==> config.mk <==
export PLATFORM = sky130hd
export DESIGN_NAME = i2c10_addr_match
export DESIGN_NICKNAME = d
export VERILOG_FILES = /design/src/rtl/i2c10_pkg.sv /design/src/rtl/i2c10_cmp.sv /design/src/rtl/i2c10_fsm.sv /design/src/rtl/i2c10_addr_match.sv
export SDC_FILE = /design/constraint.sdc
export NUM_CORES = 1
export LEC_CHECK = 0
export CAP_MARGIN = 20
export CORE_MARGIN = 1.5
export CORE_UTILIZATION = 30
export CTS_BUF_LIST = sky130_fd_sc_hd__clkbuf_4 sky130_fd_sc_hd__clkbuf_8 sky130_fd_sc_hd__clkbuf_16
export CTS_CLUSTER_SIZE = 25
export DETAILED_ROUTE_END_ITERATION = 6
export PLACE_DENSITY = 0.74
export SLEW_MARGIN = 20
export SYNTH_ARGS = -nofsm -noshare
export SYNTH_HDL_FRONTEND = slang
export SYNTH_SLANG_ARGS = --single-unit
==> constraint.sdc <==
create_clock -name clk -period 4.6 [get_ports clk]
set_clock_uncertainty 0.1 [all_clocks]
set_input_delay 0.69 -clock clk [delete_from_list [all_inputs] [get_ports clk]]
set_output_delay 0.69 -clock clk [all_outputs]
set_load 0.005 [all_outputs]
==> src/rtl/i2c10_pkg.sv <==
package i2c10_pkg;

    localparam int ADDR_W = 10;
    localparam int BYTE_W = 8;
    localparam int HI_W   = ADDR_W - BYTE_W;
    localparam int PFX_W  = BYTE_W - 1 - HI_W;

    localparam logic [PFX_W-1:0] HDR_PREFIX = 5'b11110;

    typedef enum logic [2:0] {
        PH_IDLE,
        PH_HDR,
        PH_LOW,
        PH_RX,
        PH_TX,
        PH_SKIP
    } phase_t;

    typedef struct packed {
        logic hdr_hit;
        logic rd;
        logic low_hit;
    } cmp_t;

    typedef struct packed {
        logic ack;
        logic evt;
        logic dat;
    } pulse_t;

    typedef struct packed {
        logic sel;
        logic tx;
        logic prior;
    } sel_t;

    function automatic logic [BYTE_W-2:0] hdr_upper(input logic [ADDR_W-1:0] own);
        return {HDR_PREFIX, own[ADDR_W-1:BYTE_W]};
    endfunction

endpackage

==> src/rtl/i2c10_cmp.sv <==
module i2c10_cmp
    import i2c10_pkg::*;
(
    input  logic [ADDR_W-1:0] own_addr,
    input  logic [BYTE_W-1:0] byte_data,
    output cmp_t              cmp
);
    always_comb begin
        cmp.hdr_hit = (byte_data[BYTE_W-1:1] == hdr_upper(own_addr));
        cmp.rd      = byte_data[0];
        cmp.low_hit = (byte_data == own_addr[BYTE_W-1:0]);
    end
endmodule

==> src/rtl/i2c10_fsm.sv <==
module i2c10_fsm
    import i2c10_pkg::*;
(
    input  logic   clk,
    input  logic   rst,
    input  logic   ev_start,
    input  logic   ev_rstart,
    input  logic   ev_stop,
    input  logic   byte_vld,
    input  cmp_t   cmp,
    output pulse_t pulse_q,
    output sel_t   sel_q
);
    phase_t ph_q, ph_d;
    pulse_t pulse_d;
    sel_t   sel_d;

    always_comb begin
        ph_d    = ph_q;
        sel_d   = sel_q;
        pulse_d = '0;
        if (ev_stop) begin
            ph_d  = PH_IDLE;
            sel_d = '0;
        end else if (ev_start) begin
            ph_d  = PH_HDR;
            sel_d = '0;
        end else if (ev_rstart) begin
            ph_d  = PH_HDR;
        end else if (byte_vld) begin
            unique case (ph_q)
                PH_HDR: begin
                    if (cmp.hdr_hit && !cmp.rd) begin
                        pulse_d.ack = 1'b1;
                        pulse_d.evt = 1'b1;
                        ph_d        = PH_LOW;
                    end else if (cmp.hdr_hit && cmp.rd && sel_q.prior) begin
                        pulse_d.ack = 1'b1;
                        pulse_d.evt = 1'b1;
                        sel_d.sel   = 1'b1;
                        sel_d.tx    = 1'b1;
                        ph_d        = PH_TX;
                    end else begin
                        sel_d = '0;
                        ph_d  = PH_SKIP;
                    end
                end
                PH_LOW: begin
                    if (cmp.low_hit) begin
                        pulse_d.ack = 1'b1;
                        sel_d.sel   = 1'b1;
                        sel_d.tx    = 1'b0;
                        sel_d.prior = 1'b1;
                        ph_d        = PH_RX;
                    end else begin
                        sel_d = '0;
                        ph_d  = PH_SKIP;
                    end
                end
                PH_RX: begin
                    pulse_d.ack = 1'b1;
                    pulse_d.dat = 1'b1;
                end
                default: ;
            endcase
        end
    end

    always_ff @(posedge clk) begin
        if (rst) begin
            ph_q    <= PH_IDLE;
            sel_q   <= '0;
            pulse_q <= '0;
        end else begin
            ph_q    <= ph_d;
            sel_q   <= sel_d;
            pulse_q <= pulse_d;
        end
    end

    // a transmitting slave is always a selected slave
    assert_tx_needs_sel_R10: assert property (@(posedge clk) disable iff (rst)
        sel_q.tx |-> sel_q.sel);

    // every acknowledge answers a strobe one cycle earlier
    assert_ack_after_strobe_R11: assert property (@(posedge clk) disable iff (rst)
        pulse_q.ack |-> $past(byte_vld));

    // a header event is acknowledged and never flagged as payload
    assert_evt_not_data_R2: assert property (@(posedge clk) disable iff (rst)
        pulse_q.evt |-> (pulse_q.ack && !pulse_q.dat));

    // STOP drops selection and memory
    assert_stop_clears_R8: assert property (@(posedge clk) disable iff (rst)
        ev_stop |=> (!sel_q.sel && !sel_q.prior));

    // entering transmit needs an earlier selection
    assert_tx_needs_prior_R6: assert property (@(posedge clk) disable iff (rst)
        $rose(sel_q.tx) |-> $past(sel_q.prior));

endmodule

==> src/rtl/i2c10_addr_match.sv <==
module i2c10_addr_match
    import i2c10_pkg::*;
(
    input  logic              clk,
    input  logic              rst,
    input  logic [ADDR_W-1:0] own_addr,
    input  logic              ev_start,
    input  logic              ev_rstart,
    input  logic              ev_stop,
    input  logic              byte_vld,
    input  logic [BYTE_W-1:0] byte_data,
    output logic              ack_req,
    output logic              first_byte_evt,
    output logic              data_ok,
    output logic              addressed,
    output logic              slave_tx
);
    cmp_t   cmp;
    pulse_t pulse;
    sel_t   sel;

    i2c10_cmp u_cmp (
        .own_addr  (own_addr),
        .byte_data (byte_data),
        .cmp       (cmp)
    );

    i2c10_fsm u_fsm (
        .clk       (clk),
        .rst       (rst),
        .ev_start  (ev_start),
        .ev_rstart (ev_rstart),
        .ev_stop   (ev_stop),
        .byte_vld  (byte_vld),
        .cmp       (cmp),
        .pulse_q   (pulse),
        .sel_q     (sel)
    );

    assign ack_req        = pulse.ack;
    assign first_byte_evt = pulse.evt;
    assign data_ok        = pulse.dat;
    assign addressed      = sel.sel;
    assign slave_tx       = sel.tx;

    // pulses last a single cycle
    assert_ack_single_R11: assert property (@(posedge clk) disable iff (rst)
        ack_req |=> !ack_req || $past(byte_vld));

endmodule

-- Word-level counts from Yosys, hierarchy flattened
Cells that the tools add are included.
- equal/unequal tests: 7
- mux-type cells: 16
- bitwise gates (word level): 3
- reduce and logical (&&, ||, !) cells: 16
- operators with widths (kind ; number):
    2-to-1 mux 3 bit ; 4
    one-hot mux 3 bit (2 select lines) ; 2
    == test 8 bit ; 1
    == test 7 bit ; 1
    2-to-1 mux 1 bit ; 7
    == test 3 x 2 -> 1 bit (second input constant) ; 2
    OR reduction 6 bit ; 1
    AND reduction 5 bit ; 1
    OR reduction 5 bit ; 1
    2-to-1 mux 2 bit ; 2
    inequality test 2 bit (second input constant) ; 2
    AND reduction 2 bit ; 2
    AND reduction 4 bit ; 1
    nonzero test 4 bit ; 1
    OR reduction 4 bit ; 1
    == test 3 x 1 -> 1 bit (second input constant) ; 1
    logical AND 1 bit ; 3
    inverter 1 bit ; 3
    one-hot mux 1 bit (3 select lines) ; 1
    nonzero test 3 bit ; 1
    OR reduction 3 bit ; 1
    nonzero test 2 bit ; 1
    OR reduction 2 bit ; 1
    logical NOT 1 bit ; 1
- register bits: 9
- input bits: 24
- output and inout bits: 5
- word-level logic and storage cells: 50

-- Logic depth before layout (Yosys ltp)
- depth in word-level cells: 9
- mapped depth: 5
- depth with buffers taken out: 5

-- Hierarchy
A second synthesis with hierarchy kept.
- cells, all modules: 63
- area, all modules: 576.8 um^2
- modules (own cells, without submodules) (module ; instances ; cells each ; area each (um^2) ; seq. area each (um^2)):
    i2c10_fsm ; 1 ; 47 ; 446.7 ; 180.2
    i2c10_cmp ; 1 ; 16 ; 130.1 ; 0.0

-- Worst setup path before layout
No wires, ideal clock.
- path kind: input to register
- start point: input byte_data[3]
- end point: register u_fsm.sel_q[2] (netlist name)
- setup time: 0.125 ns
- arrival time: 1.859 ns
- required time: 4.375 ns
- slack: 2.517 ns
- stages on the path: 5
- buffers on the path: 0
- cells stage by stage: nand3b_1 or4_4 o311a_1 nor2_1 nor3_2
- longest elaborated chain between the ends: 6
- elaborated cells on any way between the ends: 11
- those cells by class: eq/ne: 3; mux: 4; reduce/logical: 4
- ends and longest elaborated chain (item ; line ; text):
    start: declaration ; i2c10_addr_match.sv:11 ; input logic [BYTE_W-1:0] byte_data,
    == test 7 bit ; i2c10_cmp.sv:9 ; cmp.hdr_hit = (byte_data[BYTE_W-1:1] == hdr_upper(own_addr));
    logical AND 1 bit (2 in a row) ; i2c10_fsm.sv:37 ; end else if (cmp.hdr_hit && cmp.rd && sel_q.prior) begin
    2-to-1 mux 2 bit ; i2c10_fsm.sv:37 ;
    2-to-1 mux 3 bit ; i2c10_fsm.sv:33 ; if (cmp.hdr_hit && !cmp.rd) begin
    one-hot mux 3 bit (2 select lines) ; i2c10_fsm.sv:31 ; unique case (ph_q)
    end signal: assignment ; i2c10_fsm.sv:76 ; sel_q <= sel_d;
    end: declaration ; i2c10_fsm.sv:12 ; output sel_t sel_q
Several ways; a longest one is shown, not always the timed one. The select of a mux whose other input is x is not followed.
A chain may end at the register's enable or synchronous reset.

-- Final worst setup path
- start point: input byte_data[2]
- end point: register u_fsm.sel_q[1] (netlist name)
- longest elaborated chain between the ends: 6
- elaborated cells on any way between the ends: 9
- those cells by class: eq/ne: 2; mux: 3; reduce/logical: 4
- ends and longest elaborated chain (item ; line):
    == test 7 bit * ; i2c10_cmp.sv:9
    logical AND 1 bit (2 in a row) ; i2c10_fsm.sv:37
    2-to-1 mux 2 bit ; i2c10_fsm.sv:37
    2-to-1 mux 3 bit ; i2c10_fsm.sv:33
    one-hot mux 3 bit (2 select lines) ; i2c10_fsm.sv:31
Mark *: on every way between the ends. The rest lies on a longest branch, timed or not. The select of a mux whose other input is x is not followed.

==> report_table.html <==
<table>
<tr><th>Metric</th><th>Value</th></tr>
<tr><th colspan="2">Timing</th></tr>
<tr><td>Post-route fraction of the period consumed by the critical path</td><td>50.94%</td></tr>
<tr><td>RSZ-0062 raised after global routing</td><td>false</td></tr>
<tr><td>Setup TNS after final layout</td><td>0 ns</td></tr>
<tr><td>Number of pins with negative max-slew slack in the final report</td><td>0</td></tr>
<tr><td>Final setup violation count</td><td>0</td></tr>
<tr><td>Crit path time final</td><td>2.343 ns</td></tr>
<tr><td>Hold violation count in the final report</td><td>0</td></tr>
<tr><td>Actual slew at the worst max-slew pin</td><td>0.4388 ns</td></tr>
<tr><td>Relative slew slack</td><td>70.48%</td></tr>
<tr><td>Achievable clock frequency</td><td>426.8 MHz</td></tr>
<tr><th colspan="2">Place</th></tr>
<tr><td>Number of instances in the placed design</td><td>116</td></tr>
<tr><td>Placer's final routability congestion estimate</td><td>0.7554</td></tr>
<tr><td>HPWL after DPL</td><td>1082 microns</td></tr>
<tr><td>Total of buffers placed on input and output ports</td><td>28</td></tr>
<tr><th colspan="2">Global routing</th></tr>
<tr><td>Initial antenna violation count</td><td>0</td></tr>
<tr><td>Total congestion overflow after global routing</td><td>0</td></tr>
<tr><td>Met1 Use GR</td><td>12.67%</td></tr>
<tr><td>Via count of the first global-routing pass</td><td>501</td></tr>
<tr><td>Met3 usage in global routing</td><td>2.308%</td></tr>
<tr><td>Largest net degree at the start of global routing</td><td>8</td></tr>
<tr><td>Met2 capacity usage during global routing</td><td>24.38%</td></tr>
<tr><td>All-layer global routing usage</td><td>12.43%</td></tr>
<tr><td>Most congested layer reported by global routing</td><td>met2</td></tr>
<tr><td>Wire length of the first global-routing pass</td><td>1932 microns</td></tr>
<tr><th colspan="2">Setup path</th></tr>
<tr><td>Worst setup startpoint</td><td>byte_data[2]</td></tr>
<tr><td>Required time of the critical path</td><td>4.64 ns</td></tr>
<tr><td>Highest net fanout along the worst path</td><td>5</td></tr>
<tr><td>Launch point of the worst reg-to-reg path</td><td>u_fsm.ph_q[0]$_SDFFE_PP0P_</td></tr>
<tr><td>Critical path arrival</td><td>2.39 ns</td></tr>
<tr><td>Setup Crit Path Kind</td><td>in -&gt; reg</td></tr>
<tr><td>Series of cell instances along the critical path</td><td>clkdlybuf4s50_1 -&gt; xor2_1 -&gt; or4_4 -&gt; o311a_1 -&gt; nand4_1 -&gt; a21oi_1</td></tr>
<tr><td>Delay contributed by the slowest stage of the critical path</td><td>0.53 ns</td></tr>
<tr><td>Highest-delay cell along the critical path</td><td>sky130_fd_sc_hd__or4_4</td></tr>
<tr><td>Critical Path Sink Type</td><td>register</td></tr>
<tr><td>Crit start category</td><td>input pin</td></tr>
<tr><th colspan="2">Power and ir drop</th></tr>
<tr><td>Worst vdd ir</td><td>0.00008958 V</td></tr>
<tr><td>Power per standard cell area</td><td>203.8 nW/um^2</td></tr>
<tr><td>Cell leakage power</td><td>0.2965 nW</td></tr>
<tr><th colspan="2">Clock tree</th></tr>
<tr><td>Clock-pin transition on the worst setup and hold timing paths</td><td>0.06 ns</td></tr>
<tr><td>Number of levels the H-tree was split into</td><td>1</td></tr>
<tr><td>Number of buffers created by CTS</td><td>3</td></tr>
<tr><td>CTS tree</td><td>done</td></tr>
<tr><td>Clock net sink count</td><td>9</td></tr>
<tr><td>Buffer count from post-CTS setup fixing</td><td>0</td></tr>
<tr><td>Maximum number of buffers from clock root to sink</td><td>2</td></tr>
<tr><td>Clock latency on the worst-skew pair</td><td>0.25 ns</td></tr>
<tr><td>Quantity of hold-fixing buffers added after cts</td><td>0</td></tr>
<tr><td>CTS root buf</td><td>sky130_fd_sc_hd__clkbuf_4</td></tr>
<tr><td>Post-cts repair resize count</td><td>0</td></tr>
<tr><th colspan="2">Synthesis</th></tr>
<tr><td>Post-synth EDFFs</td><td>0</td></tr>
<tr><td>Total of flip-flops plus latches after synthesis</td><td>9</td></tr>
<tr><td>Post-Syn Area</td><td>581.8 sq um</td></tr>
<tr><td>Synthesis warning total</td><td>0</td></tr>
<tr><td>Primary flip-flop cell chosen by synthesis mapping</td><td>sky130_fd_sc_hd__dfxtp_1</td></tr>
<tr><td>Sequential fraction of the synthesis area</td><td>30.97%</td></tr>
<tr><td>FFs w/ async S/R, synth</td><td>0%</td></tr>
<tr><td>Post-synthesis cell count</td><td>63</td></tr>
<tr><td>Post-synthesis cell type count</td><td>29</td></tr>
<tr><td>Net count after synthesis</td><td>87</td></tr>
<tr><td>Mean instance size in the synthesized netlist</td><td>9.235 sq um</td></tr>
<tr><th colspan="2">Detailed routing</th></tr>
<tr><td>Overall via count from detail_route</td><td>575</td></tr>
<tr><td>Number of iterations in the first detailed-routing pass</td><td>4</td></tr>
<tr><td>Drt initial violations</td><td>6</td></tr>
<tr><td>Number of nets still failing antenna checks after routing</td><td>0</td></tr>
<tr><td>Routed Wire Length</td><td>1223 microns</td></tr>
<tr><td>Routed length per placed instance</td><td>10.19 microns</td></tr>
<tr><td>Mean number of vias per cell</td><td>4.792</td></tr>
<tr><td>Number of design rule violations left after detail routing</td><td>0</td></tr>
<tr><th colspan="2">Die</th></tr>
<tr><td>Die extent in y</td><td>47.04 microns</td></tr>
<tr><td>Starting utilization of the core area</td><td>32.63%</td></tr>
<tr><td>I/O pin count</td><td>29</td></tr>
<tr><td>Num rows</td><td>15</td></tr>
<tr><td>Area of the die</td><td>2213 sq um</td></tr>
<tr><td>Core outline area</td><td>1783 sq um</td></tr>
<tr><td>Die X-Extent</td><td>47.04 microns</td></tr>
<tr><th colspan="2">Layout</th></tr>
<tr><td>Post-layout net count</td><td>120</td></tr>
<tr><td>Post-route non-filler standard cell count</td><td>120</td></tr>
<tr><td>Number of antenna diodes</td><td>0</td></tr>
<tr><td>Area added between synthesis and finish</td><td>58.71%</td></tr>
<tr><td>Fraction of layout instances using a drive strength above 1</td><td>12.63%</td></tr>
<tr><th colspan="2">Hold path</th></tr>
<tr><td>Hold path startpoint</td><td>u_fsm.sel_q[1]$_SDFFE_PP0P_</td></tr>
<tr><td>Class of the worst hold path</td><td>reg -&gt; reg</td></tr>
<tr><th colspan="2">Flow run</th></tr>
<tr><td>Max-capacitance violation count</td><td>0</td></tr>
<tr><th colspan="2">Status</th></tr>
<tr><td>Outcome</td><td>finished clean</td></tr>
</table>
cells by family (layout without fill, tap and decap cells):
family	Yosys count	in the layout	share of synthesized area, %
and+or+nand+nor	30	30	34.62
buffers and inverters	1	33	0.6445
DFF	9	9	30.97
xor gates and xnor gates	11	11	16.56
AOI/OAI and AO/OA	12	12	17.21
routing by layer:
metal	routed length, microns	vias to the layer above	share of wire, %
met2	623	27	51
met3	81	2	6.6
met4	16	0	1.3
li1	-	296	-
met1	503	250	41
met5	0	-	0
synth_stat cells (all sizes together) (2+ instances only):
library cell | n | area, sq um
nor2 | 9 | 36.29
nor3b | 2 | 31.28
nand4 | 2 | 12.51
nand2 | 6 | 22.52
xnor2 | 7 | 61.31
dfxtp | 9 | 180.2
o21ai | 2 | 10.01
nor4 | 3 | 33.78
xor2 | 4 | 35.03
a21oi | 3 | 15.01
metrics by stage:
step	hold WS [ns]	setup slack (ns)	cell area, sq um	power, W	util [%]
after floorplan	0.3527	2.517	581.8	0.00009882	-
after global placement	0.3461	2.027	893.4	0.0001244	50.11
after detailed placement	0.3471	1.981	893.4	0.0001254	50.11
after CTS	0.3541	2.250	923.4	0.0001906	51.79
after global routing	0.3937	2.208	923.4	0.0001981	51.79
final	0.3513	2.257	923.4	0.0001882	51.79
power by group:
part	total, W	switching, W	internal, W
sequential	0.0000798	0.00000116	0.0000786
combinational	0.0000435	0.0000165	0.0000270
clock	0.0000649	0.0000257	0.0000392
total	0.000188	0.0000433	0.000145
worst paths after layout:
| kind | end | slack [ns] | cells after the start |
|---|---|---|---|
| worst min-delay path | u_fsm.sel_q[1]$_SDFFE_PP0P_ | 0.35 | 2 |
| worst max-delay path | u_fsm.sel_q[1]$_SDFFE_PP0P_ | 2.26 | 6 |
| worst max register to register | u_fsm.sel_q[1]$_SDFFE_PP0P_ | 2.83 | 4 |
| worst min register to register | u_fsm.sel_q[1]$_SDFFE_PP0P_ | 0.35 | 2 |
sequential cells by signal (all words and copies together), names as in the netlist:
signal	count
u_fsm.sel_q	3
u_fsm.ph_q	3
u_fsm.pulse_q	3
critical path, delay by kind of cell:
family,cells,cell delay [ns]
xor+xnor,1,0.18
buf+inv,1,0.45
compound gates,2,0.42
simple gates,2,0.64
final cells by class:
cell class | count | area [sq um]
sequential | 9 | 180.2
clock buffer | 4 | 30.03
multi-input combinational | 53 | 397.9
inverter | 1 | 3.754
tap | 25 | 31.28
timing repair buffer | 28 | 280.3
fill | 163 | 859.6
layout by cell type, fill, tap and decap left out, drive strengths merged, types with 2 or more instances in the layout:
cell type and n:
nand2 6, xor2 4, dfxtp 9, xnor2 7, nor4 3, clkbuf 4
nor3b 2, a21oi 3, o21ai 2, nor2 9, clkdlybuf4s50 28, nand4 2
Power figures use the tool's default switching activity.
